--- src/rtl/tlbp_pkg.sv ---
package tlbp_pkg;
  localparam int PAGE_BITS = 13;
  localparam int VPN_W     = 32 - PAGE_BITS;
  localparam int PID_W     = 8;
  localparam int ATTR_W    = 5;

  localparam logic [1:0] ACC_READ  = 2'd0;
  localparam logic [1:0] ACC_WRITE = 2'd1;
  localparam logic [1:0] ACC_EXEC  = 2'd2;

  typedef struct packed {
    logic [VPN_W-1:0] vpn;
    logic [PID_W-1:0] pid;
    logic [VPN_W-1:0] pfn;
    logic             glob;
    logic             vld;
    logic             kern;
    logic             wrt;
    logic             exe;
  } entry_t;

  // Parity feedback shift: new bit enters at the top
  function automatic logic [15:0] lfsr_next(input logic [15:0] s, input logic [15:0] taps);
    return {^(s & taps), s[15:1]};
  endfunction

  function automatic logic [31:0] cause_word(input logic [VPN_W-1:0] vpn,
                                             input logic [1:0] acc,
                                             input logic [PID_W-1:0] pid);
    return {vpn, 3'b000, acc, pid};
  endfunction

  function automatic logic [31:0] phys_addr(input logic [VPN_W-1:0] pfn,
                                            input logic [PAGE_BITS-1:0] ofs);
    return {pfn, ofs};
  endfunction
endpackage

--- src/rtl/tlb_way_array.sv ---
module tlb_way_array
  import tlbp_pkg::*;
#(
  parameter int IDX_W = 4
) (
  input  logic             clk,
  input  logic             rst_n,
  input  logic             we_i,
  input  logic [IDX_W-1:0] wr_idx_i,
  input  entry_t           wr_ent_i,
  input  logic [IDX_W-1:0] rd_idx_i,
  output entry_t           rd_ent_o
);
  localparam int DEPTH = 1 << IDX_W;

  entry_t mem_q [DEPTH];

  always_ff @(posedge clk or negedge rst_n) begin
    if (!rst_n) begin
      for (int i = 0; i < DEPTH; i++) mem_q[i] <= '0;
    end else if (we_i) begin
      mem_q[wr_idx_i] <= wr_ent_i;
    end
  end

  assign rd_ent_o = mem_q[rd_idx_i];
endmodule

--- src/rtl/tlb_victim_lfsr.sv ---
module tlb_victim_lfsr
  import tlbp_pkg::*;
#(
  parameter logic [15:0] SEED = 16'hCCCC,
  parameter logic [15:0] TAPS = 16'h8805
) (
  input  logic        clk,
  input  logic        rst_n,
  input  logic        step_i,
  output logic [15:0] state_o
);
  logic [15:0] state_q;

  always_ff @(posedge clk or negedge rst_n) begin
    if (!rst_n)      state_q <= SEED;
    else if (step_i) state_q <= lfsr_next(state_q, TAPS);
  end

  assign state_o = state_q;


  lfsr_hold_chk: assert property (@(posedge clk) disable iff (!rst_n)
    !step_i |=> $stable(state_q));
endmodule

--- src/rtl/tlb_perm_check.sv ---
module tlb_perm_check
  import tlbp_pkg::*;
#(
  parameter int WAYS    = 4,
  parameter bit IS_INSN = 1'b0,
  localparam int WAY_W  = $clog2(WAYS)
) (
  input  entry_t           ent_i [WAYS],
  input  logic [VPN_W-1:0] vpn_i,
  input  logic [PID_W-1:0] pid_i,
  input  logic [1:0]       acc_i,
  input  logic             user_i,
  input  logic [3:0]       chk_i,
  output logic             hit_o,
  output logic [WAY_W-1:0] way_o,
  output logic             fault_o,
  output logic [1:0]       off_o,
  output logic [2:0]       perm_o,
  output logic [VPN_W-1:0] pfn_o
);
  logic [WAYS-1:0] match;
  entry_t          sel_ent;
  logic            k_viol, w_viol, x_viol, v_viol;

  for (genvar w = 0; w < WAYS; w++) begin : g_cmp
    assign match[w] = (ent_i[w].vpn == vpn_i) &&
                      (ent_i[w].glob || (ent_i[w].pid == pid_i));
  end

  // Scan from the top so the lowest matching way is kept last
  always_comb begin
    hit_o   = 1'b0;
    way_o   = '0;
    sel_ent = '0;
    for (int w = WAYS - 1; w >= 0; w--) begin
      if (match[w]) begin
        hit_o   = 1'b1;
        way_o   = WAY_W'(w);
        sel_ent = ent_i[w];
      end
    end
  end

  assign k_viol = chk_i[2] && sel_ent.kern && user_i;
  assign w_viol = (acc_i == ACC_WRITE) && chk_i[3] && !sel_ent.wrt;
  assign x_viol = (acc_i == ACC_EXEC)  && chk_i[1] && !sel_ent.exe;
  assign v_viol = chk_i[0] && !sel_ent.vld;

  always_comb begin
    if (!hit_o)                off_o = 2'd0;
    else if (k_viol)           off_o = 2'd2;
    else if (w_viol || x_viol) off_o = 2'd3;
    else if (v_viol)           off_o = 2'd1;
    else                       off_o = 2'd0;
  end

  assign fault_o = !hit_o || k_viol || w_viol || x_viol || v_viol;
  assign pfn_o   = sel_ent.pfn;

  always_comb begin
    perm_o = 3'b000;
    if (!fault_o) begin
      perm_o[0] = 1'b1;
      perm_o[1] = sel_ent.wrt;
      perm_o[2] = IS_INSN && (!chk_i[1] || sel_ent.exe);
    end
  end
endmodule

--- src/rtl/tlb_prot_xlate.sv ---
module tlb_prot_xlate
  import tlbp_pkg::*;
#(
  parameter int          WAYS      = 4,
  parameter int          IDX_W     = 4,
  parameter bit          IS_INSN   = 1'b0,
  parameter logic [15:0] LFSR_SEED = 16'hCCCC,
  parameter logic [15:0] LFSR_TAPS = 16'h8805,
  localparam int WAY_W  = $clog2(WAYS),
  localparam int SEL_W  = WAY_W + IDX_W
) (
  input  logic             clk,
  input  logic             rst_n,
  input  logic             wr_en,
  input  logic [WAY_W-1:0] wr_way,
  input  logic [IDX_W-1:0] wr_idx,
  input  logic [VPN_W-1:0] wr_vpn,
  input  logic [PID_W-1:0] wr_pid,
  input  logic [VPN_W-1:0] wr_pfn,
  input  logic [ATTR_W-1:0] wr_attr,
  input  logic [PID_W-1:0] cur_pid,
  input  logic [3:0]       chk_en,
  input  logic             lk_valid,
  input  logic [31:0]      lk_vaddr,
  input  logic [1:0]       lk_acc,
  input  logic             lk_user,
  input  logic             lk_debug,
  output logic             res_valid,
  output logic             res_fault,
  output logic [3:0]       res_vec,
  output logic [31:0]      res_paddr,
  output logic [2:0]       res_perm,
  output logic [31:0]      cause_q,
  output logic [SEL_W-1:0] sel_q
);
  localparam logic [3:0] VEC_BASE = IS_INSN ? 4'd4 : 4'd8;

  entry_t           wr_ent;
  entry_t           rd_ent [WAYS];
  logic [VPN_W-1:0] lk_vpn;
  logic [IDX_W-1:0] lk_idx;
  logic [15:0]      lfsr;
  logic             hit;
  logic [WAY_W-1:0] hit_way;
  logic             fault;
  logic [1:0]       off;
  logic [2:0]       perm;
  logic [VPN_W-1:0] pfn;
  // Named events used by the assertions
  logic             fault_evt;
  logic [WAY_W-1:0] victim_way;

  assign lk_vpn = lk_vaddr[31:PAGE_BITS];
  assign lk_idx = lk_vaddr[PAGE_BITS+IDX_W-1:PAGE_BITS];

  assign wr_ent = '{vpn: wr_vpn, pid: wr_pid, pfn: wr_pfn,
                    glob: wr_attr[4], vld: wr_attr[3], kern: wr_attr[2],
                    wrt: wr_attr[1], exe: wr_attr[0]};

  for (genvar w = 0; w < WAYS; w++) begin : g_way
    tlb_way_array #(.IDX_W(IDX_W)) way_i (
      .clk      (clk),
      .rst_n    (rst_n),
      .we_i     (wr_en && (wr_way == WAY_W'(w))),
      .wr_idx_i (wr_idx),
      .wr_ent_i (wr_ent),
      .rd_idx_i (lk_idx),
      .rd_ent_o (rd_ent[w])
    );
  end

  tlb_perm_check #(.WAYS(WAYS), .IS_INSN(IS_INSN)) chk_i (
    .ent_i   (rd_ent),
    .vpn_i   (lk_vpn),
    .pid_i   (cur_pid),
    .acc_i   (lk_acc),
    .user_i  (lk_user),
    .chk_i   (chk_en),
    .hit_o   (hit),
    .way_o   (hit_way),
    .fault_o (fault),
    .off_o   (off),
    .perm_o  (perm),
    .pfn_o   (pfn)
  );

  assign fault_evt  = lk_valid && !lk_debug && fault;
  assign victim_way = hit ? hit_way : lfsr[WAY_W-1:0];

  tlb_victim_lfsr #(.SEED(LFSR_SEED), .TAPS(LFSR_TAPS)) rng_i (
    .clk     (clk),
    .rst_n   (rst_n),
    .step_i  (fault_evt),
    .state_o (lfsr)
  );

  always_ff @(posedge clk or negedge rst_n) begin
    if (!rst_n) begin
      res_valid <= 1'b0;
      res_fault <= 1'b0;
      res_vec   <= '0;
      res_paddr <= '0;
      res_perm  <= '0;
    end else begin
      res_valid <= lk_valid;
      if (lk_valid) begin
        res_fault <= fault;
        res_vec   <= VEC_BASE + {2'b00, off};
        res_paddr <= fault ? 32'h0 : phys_addr(pfn, lk_vaddr[PAGE_BITS-1:0]);
        res_perm  <= perm;
      end
    end
  end

  always_ff @(posedge clk or negedge rst_n) begin
    if (!rst_n) begin
      cause_q <= '0;
      sel_q   <= '0;
    end else if (fault_evt) begin
      cause_q <= cause_word(lk_vpn, lk_acc, cur_pid);
      sel_q   <= {victim_way, lk_idx};
    end
  end


  vec_base_chk: assert property (@(posedge clk) disable iff (!rst_n)
    (res_valid && res_fault) |-> (res_vec[3:2] == VEC_BASE[3:2]));


  read_perm_chk: assert property (@(posedge clk) disable iff (!rst_n)
    (res_valid && !res_fault) |-> res_perm[0]);


  fault_no_perm_chk: assert property (@(posedge clk) disable iff (!rst_n)
    (res_valid && res_fault) |-> (res_perm == 3'b000));


  data_no_exec_chk: assert property (@(posedge clk) disable iff (!rst_n)
    (res_valid && !IS_INSN) |-> !res_perm[2]);


  dbg_quiet_chk: assert property (@(posedge clk) disable iff (!rst_n)
    (lk_valid && lk_debug) |=> ($stable(cause_q) && $stable(sel_q)));


  cause_pid_chk: assert property (@(posedge clk) disable iff (!rst_n)
    fault_evt |=> (cause_q[7:0] == $past(cur_pid)));


  one_result_chk: assert property (@(posedge clk) disable iff (!rst_n)
    !lk_valid |=> !res_valid);
endmodule

--- config.mk ---
export PLATFORM = sky130hd
export DESIGN_NAME = tlb_prot_xlate
export DESIGN_NICKNAME = d
export VERILOG_FILES = /design/src/rtl/tlbp_pkg.sv /design/src/rtl/tlb_way_array.sv /design/src/rtl/tlb_victim_lfsr.sv /design/src/rtl/tlb_perm_check.sv /design/src/rtl/tlb_prot_xlate.sv
export SDC_FILE = /design/constraint.sdc
export NUM_CORES = 2
export LEC_CHECK = 0
export BUFFER_PORTS_ARGS = -buffer_cell sky130_fd_sc_hd__buf_2
export CAP_MARGIN = 20
export CORE_MARGIN = 2
export CORE_UTILIZATION = 28
export CTS_BUF_LIST = sky130_fd_sc_hd__clkbuf_4
export DETAILED_ROUTE_END_ITERATION = 8
export PLACE_DENSITY_LB_ADDON = 0.05
export SLEW_MARGIN = 30
export SYNTH_ARGS = -nofsm -noshare
export SYNTH_HDL_FRONTEND = slang
export SYNTH_SLANG_ARGS = --single-unit
--- constraint.sdc ---
create_clock -name clk -period 8 [get_ports clk]
set_input_delay 0.4 -clock clk [delete_from_list [all_inputs] [get_ports clk]]
set_output_delay 0.4 -clock clk [all_outputs]
set_load 0.03 [all_outputs]
After elaboration in Yosys (flattened, before gate mapping). Cells that the tools add are included.

Register bits: 3356. Input port bits: 109. Output and inout port bits: 79. Word-level logic and storage cells: 610.

Add/subtract/negate cells: 1. Order comparisons: 3. Eq/ne operators: 13. Muxes and demuxes: 37. Bitwise logic cells: 2. Reductions and logical operators: 34.

Operators with widths (count): $bwmux 816 (4); $bmux 51 s4 (4); $mux 51 (9); $demux 51 s4 (1); $mux 24 (4); $eq 19x19->1 (4); $eq 8x8->1 (4); $mux 32 (1); $logic_and 1x1->1 (18); $mux 2 (9); $reduce_xor 16->1 (1); $ge 5x5->1 const B (2); $not 4->5 (2); $logic_or 1x1->1 (9); $eq 2x2->1 const B (3); $logic_not 1->1 (5); $lt 5x1->1 const B (1); $mux 1 (5); $add 4x2->4 const A (1); $eq 2x1->1 const B (2); $logic_not 2->1 (1).

Logic depth before layout (Yosys ltp).
Word-level depth: 18. Depth in mapped cells: 21. Gate-level depth less buffers: 12.

By module. Synthesis repeated with hierarchy kept, for this count alone.

Cells, all modules: 9499. Area total of the unflattened synthesis: 152018.3 um^2.

By module, submodules not included: tlb_way_array (times used 4, cells each 2224, area an instance 36521.3 um^2, seq. area each 20419.6 um^2); tlb_prot_xlate (times used 1, cells each 235, area an instance 3049.2 um^2, seq. area each 1776.7 um^2); tlb_perm_check (times used 1, cells each 329, area an instance 2204.6 um^2, seq. area each 0.0 um^2); tlb_victim_lfsr (times used 1, cells each 39, area an instance 679.4 um^2, seq. area each 410.4 um^2).

Worst setup path after synthesis. OpenSTA, ideal clock, no wires.

Kind: input port to flip-flop. Start: input port lk_vaddr[14]. End: register rng_i.state_q[12], in the netlist rng_i.state_o[12]. Setup time: 0.125 ns. Arrival time: 4.442 ns. Required time: 7.875 ns. Setup slack: 3.434 ns. Stages on the path: 17. Path buffers: 5. Path through: buf_4 > buf_6 > inv_1 > clkbuf_1 > mux4_2 > a222oi_1 > nand4_1 > or4_1 > nor4_4 > nand3_2 > a2111oi_2 > o21ai_1 > and4_1 > buf_4 > a21oi_4 > buf_6 > mux2_2.

Word-level cells in the longest chain between the ends: 18. Elaborated cells on any way between the ends: 51. Classes of those cells: eq/ne (8); mux (20); bitwise (1); reduce/logical (22).

RTL lines: from (decl) (RTL line tlb_prot_xlate.sv:24) `input logic [31:0] lk_vaddr,`; $not 4->5 (not written as such) (RTL line tlb_way_array.sv:26) `assign rd_ent_o = mem_q[rd_idx_i];`; $bmux 51 s4 (RTL line tlb_way_array.sv:26); $mux 51 (not written as such) (2 in a row) (RTL line tlb_way_array.sv:26); $eq 8x8->1 (RTL line tlb_perm_check.sv:27) `(ent_i[w].glob || (ent_i[w].pid == pid_i));`; $logic_or 1x1->1 (RTL line tlb_perm_check.sv:27); $logic_and 1x1->1 (RTL line tlb_perm_check.sv:26) `assign match[w] = (ent_i[w].vpn == vpn_i) &&`; $mux 24 (4 in a row) (RTL line tlb_perm_check.sv:36) `if (match[w]) begin`; $logic_and 1x1->1 (2 in a row) (RTL line tlb_perm_check.sv:44) `assign k_viol = chk_i[2] && sel_ent.kern && user_i;`; $logic_or 1x1->1 (3 in a row) (RTL line tlb_perm_check.sv:57) `assign fault_o = !hit_o || k_viol || w_viol || x_viol || v_viol;`; $logic_or 1x1->1 * (RTL line tlb_perm_check.sv:57); $logic_and 1x1->1 * (RTL line tlb_prot_xlate.sv:87) `assign fault_evt = lk_valid && !lk_debug && fault;`; to (signal assigned) (RTL line tlb_victim_lfsr.sv:16) `else if (step_i) state_q <= lfsr_next(state_q, TAPS);`; to (decl) (RTL line tlb_victim_lfsr.sv:12) `logic [15:0] state_q;`.

Every way passes the cells marked *; elsewhere a longest branch is shown, timed or not. The select of a mux whose other input is x is not followed. A chain may end at the register's enable or synchronous reset.

Worst setup path after layout.
Start: input port lk_vaddr[15]. End: register res_paddr[1].

Word-level cells in the longest chain between the ends: 18. Elaborated cells on any way between the ends: 51. Classes of those cells: eq/ne (8); mux (21); bitwise (1); reduce/logical (21).

RTL lines: $not 4->5 (not written as such) (RTL line tlb_way_array.sv:26); $bmux 51 s4 (RTL line tlb_way_array.sv:26); $mux 51 (not written as such) (2 in a row) (RTL line tlb_way_array.sv:26); $eq 8x8->1 (RTL line tlb_perm_check.sv:27); $logic_or 1x1->1 (RTL line tlb_perm_check.sv:27); $logic_and 1x1->1 (RTL line tlb_perm_check.sv:26); $mux 24 (4 in a row) (RTL line tlb_perm_check.sv:36); $logic_and 1x1->1 (2 in a row) (RTL line tlb_perm_check.sv:44); $logic_or 1x1->1 (3 in a row) (RTL line tlb_perm_check.sv:57); $logic_or 1x1->1 * (RTL line tlb_perm_check.sv:57); $mux 32 * (RTL line tlb_prot_xlate.sv:109) `res_paddr <= fault ? 32'h0 : phys_addr(pfn, lk_vaddr[PAGE_BITS-1:0]);`; to (signal assigned) (RTL line tlb_prot_xlate.sv:109); to (decl) (RTL line tlb_prot_xlate.sv:31) `output logic [31:0] res_paddr,`.

Marked as above.

==> impl_metrics.json <==
{
  "nets": 11146,
  "pwr_density_cell_nw_per_um2": 242,
  "grt_pass1_vias": 106114,
  "synth_edf_count": 0,
  "syn_avg_cell_area_um2": 15.2,
  "wl_per_cell_um": 34.6,
  "place_congestion": 0.785,
  "swShare": 0.277,
  "rsz0062_at_grt": "no",
  "clk_latency_ns": 1.90,
  "worst_ep_required_time_ns": 9.74,
  "overflow": 0,
  "drt_iter0_drc": 6238,
  "drive_gt1_frac": 0.546,
  "max_cap_viol_count": 0,
  "grt_busiest_layer": "met2",
  "initial_core_util": 0.281,
  "vias": 97872,
  "combPwrFrac": 0.143,
  "dieHeight_um": 744,
  "grt_max_degree": 163,
  "cts_buffer_depth": 5,
  "grt_use_met3": 0.0462,
  "met1_usage": 0.332,
  "peakVddDrop_uv": 148,
  "max-slew-margin-rel": 0.255,
  "crit_path_end_kind": "register",
  "io_pins": 188,
  "viasPerCell": 5.18,
  "synthArstFlopShare": 1.00,
  "internal_power_uw": 31300,
  "ys.warnings.count": 0,
  "period_share": 0.969,
  "area_growth_pct": 16.9,
  "ff_latch_area_um2": 83800,
  "n_fill_cell": 53728,
  "net-switching-power_uw": 12000,
  "clkPwrFrac": 0.387,
  "grt_pass1_wl_mm": 901,
  "setup_viol": 0,
  "post_dp_cell_area_um2": 163000,
  "clk_transition_reported_paths_ns": 0.07,
  "worst_slew_pin_slew_ns": 1.11,
  "fin_crit_ns": 7.75,
  "hold_path_depth": 5,
  "dr.pass1.iters": 5,
  "synth_ff_type": "dfrtp_1",
  "cts_buffers": 1104,
  "ys_seq_elements": 3350,
  "fin_tns_setup_ns": 0,
  "antenna_found_initial": 80,
  "met2_usage": 0.374,
  "hold_viol": 0,
  "start_kind": "input port",
  "synth.distinct_cells": 85,
  "fmax_mhz": 129,
  "finClkSkew_ns": 0.155,
  "routed_wirelength_mm": 653,
  "fp-row-count": 271,
  "core_area_um2": 545000,
  "min_path_type": "input port to register",
  "p_leak_uw": 0.0835,
  "cts_tree": "done",
  "synth.cell_area_um2": 153000,
  "cp.arrival_ns": 9.49,
  "drc_errors": 0,
  "final_antenna_net_count": 0,
  "die_area_um2": 553000,
  "cts-root-buf": "clkbuf_4",
  "io_buffer_count": 182,
  "grtUsageTotal": 0.237,
  "syn_inst": 10098,
  "slew_violations": 0,
  "final_util": 0.329,
  "seqPwrFrac": 0.469,
  "ff2ff_path_depth": 18,
  "cts_max_level": 7,
  "seq_area_frac_synth": 0.548,
  "status": "finished clean",
  "multiInputGateArea_um2": 65400,
  "cts.sinks": 3350,
  "design_area_um2": 179000,
  "die_x_um": 744,
  "hpwl_mm": 383,
  "critPathKind": "input port to register",
  "path_max_fanout": 52
}
[worst max-delay path, cell delays in order]
cell and delay [ns]:
dlygate4sd3_1 0.56, buf_8 0.51, nand2_2 0.73, buf_4 0.46
o22ai_1 0.28, nor3_1 0.14, or4_1 0.53, a2111oi_0 0.36
o2111ai_1 0.57, or3_2 0.69, buf_4 0.38, o211ai_1 0.27
dlygate4sd3_1 0.58, a41oi_1 0.11, dlygate4sd3_1 0.76, nor2_2 0.19
buf_4 0.34, nand4_1 0.15, dlygate4sd3_1 0.62, o21ai_0 0.09
dlygate4sd3_1 0.58
[path summary, 6_finish.rpt]
kind,start,endpoint,slack (ns)
max,lk_vaddr[15],res_paddr[1],0.25
min,wr_attr[1],g_way[1].way_i.mem_q[766],0.24
max reg2reg,g_way[0].way_i.mem_q[356],res_paddr[1],0.39
max in group asynchronous,rst_n,g_way[2].way_i.mem_q[57],5.35
min in group asynchronous,rst_n,g_way[1].way_i.mem_q[798],0.37
min reg2reg,rng_i.state_o[13],rng_i.state_o[12],0.47
[through the flow]
step	hold slack [ns]	std cells	worst slack (ns)	total power, uW
after floorplan	0.104	10102	3.43	24300
after global placement	0.452	16843	-0.0772	26500
after detailed placement	0.454	16854	0.389	26700
after CTS	0.00258	18845	0.0497	44100
after global routing	0.0716	18884	0.152	45800
final	0.240	18891	0.251	43300
[registers in the layout, indices dropped and copies added, names as in the netlist]
name               count
res_perm               2
cause_q               25
res_paddr             32
res_fault              1
rng_i.state_o         16
g_way.way_i.mem_q   3264
sel_q                  6
res_vec                3
res_valid              1
[synthesized netlist by cell type, types with 17 or more instances]
cell,n,area (um^2)
a22oi_1,78,586
mux2_2,3360,37800
a211oi_1,18,135
mux2i_1,366,3660
a31oi_1,21,131
buf_2,107,536
buf_6,35,394
buf_4,48,360
buf_1,323,1210
xor2_1,39,342
o21ai_0,81,405
mux4_2,672,15100
nor2b_1,36,225
a21oi_1,48,240
xnor2_1,61,534
o22ai_1,105,657
clkbuf_1,521,1960
nor2_1,114,428
nand2b_1,18,113
nand2_1,213,800
dfrtp_1,3342,83600
nand3_1,48,240
nor3_1,40,200
a221oi_1,29,254
and3_1,17,106
a31o_2,17,149
inv_1,36,135
nand4_1,27,169
[layer usage]
| metal | up-vias | part of all wire |
|---|---|---|
| met4 | 6 | 0.023 |
| met3 | 927 | 0.046 |
| met5 | - | 0.000067 |
| met1 | 54383 | 0.47 |
| met2 | 2799 | 0.46 |
| li1 | 39757 | - |
[layout by cell type, fill, tap and decap left out, drive strengths merged, types with 11 or more instances in the layout]
cell / n
mux4: 674
a221oi: 29
and3: 17
nand4: 27
mux2i: 366
buf: 581
o22ai: 105
a22oi: 78
diode: 36
nor2: 115
o211ai: 15
a31oi: 21
a31o: 17
o21ai: 83
mux2: 3377
o221ai: 15
nor3b: 12
or2: 12
a21oi: 49
nand2: 213
nand2b: 18
xnor2: 61
xor2: 39
nor3: 41
or3: 12
dfrtp: 3342
nand3: 49
nor4: 17
clkbuf: 1539
clkinv: 135
a211oi: 18
dlygate4sd3: 283
o2111ai: 11
nor2b: 36
inv: 51
[cell families after synthesis]
kind of cell,after synthesis,synth area share
and+or+nand+nor,609,0.0195
DFF,3350,0.548
other,1,0.0000245
AOI/OAI and AO/OA,545,0.0252
muxes,4417,0.372
xor gates and xnor gates,100,0.00572
buffers and inverters,1076,0.0303
[area by class of cell]
class                      count  share of cell area
multi-input combinational   5676               0.366
clock buffer                1539              0.0646
antenna                       36            0.000503
tap                         7234              0.0506
inverter                      41            0.000944
sequential                  3350               0.469
timing repair buffer         864              0.0454
clock inverter               151             0.00394
[what timing repair did]
item / 4_1_cts / 5_1_grt
gates resized for setup: 0 / 2
setup endpoints to repair: 0 / 13
hold buffers: 301 / 1
hold endpoints to repair: 5555 / 33
setup buffers: 0 / 0
[power by group through the flow]
stage,Clock (uW),Combinational [uW],Sequential [uW]
floorplan,0,4080,20200
global placement,0,5960,20500
detailed placement,0,6100,20600
CTS,17500,6270,20300
global route,18500,6660,20600
finish,16800,6200,20300
(Power assumes the default switching activity.)
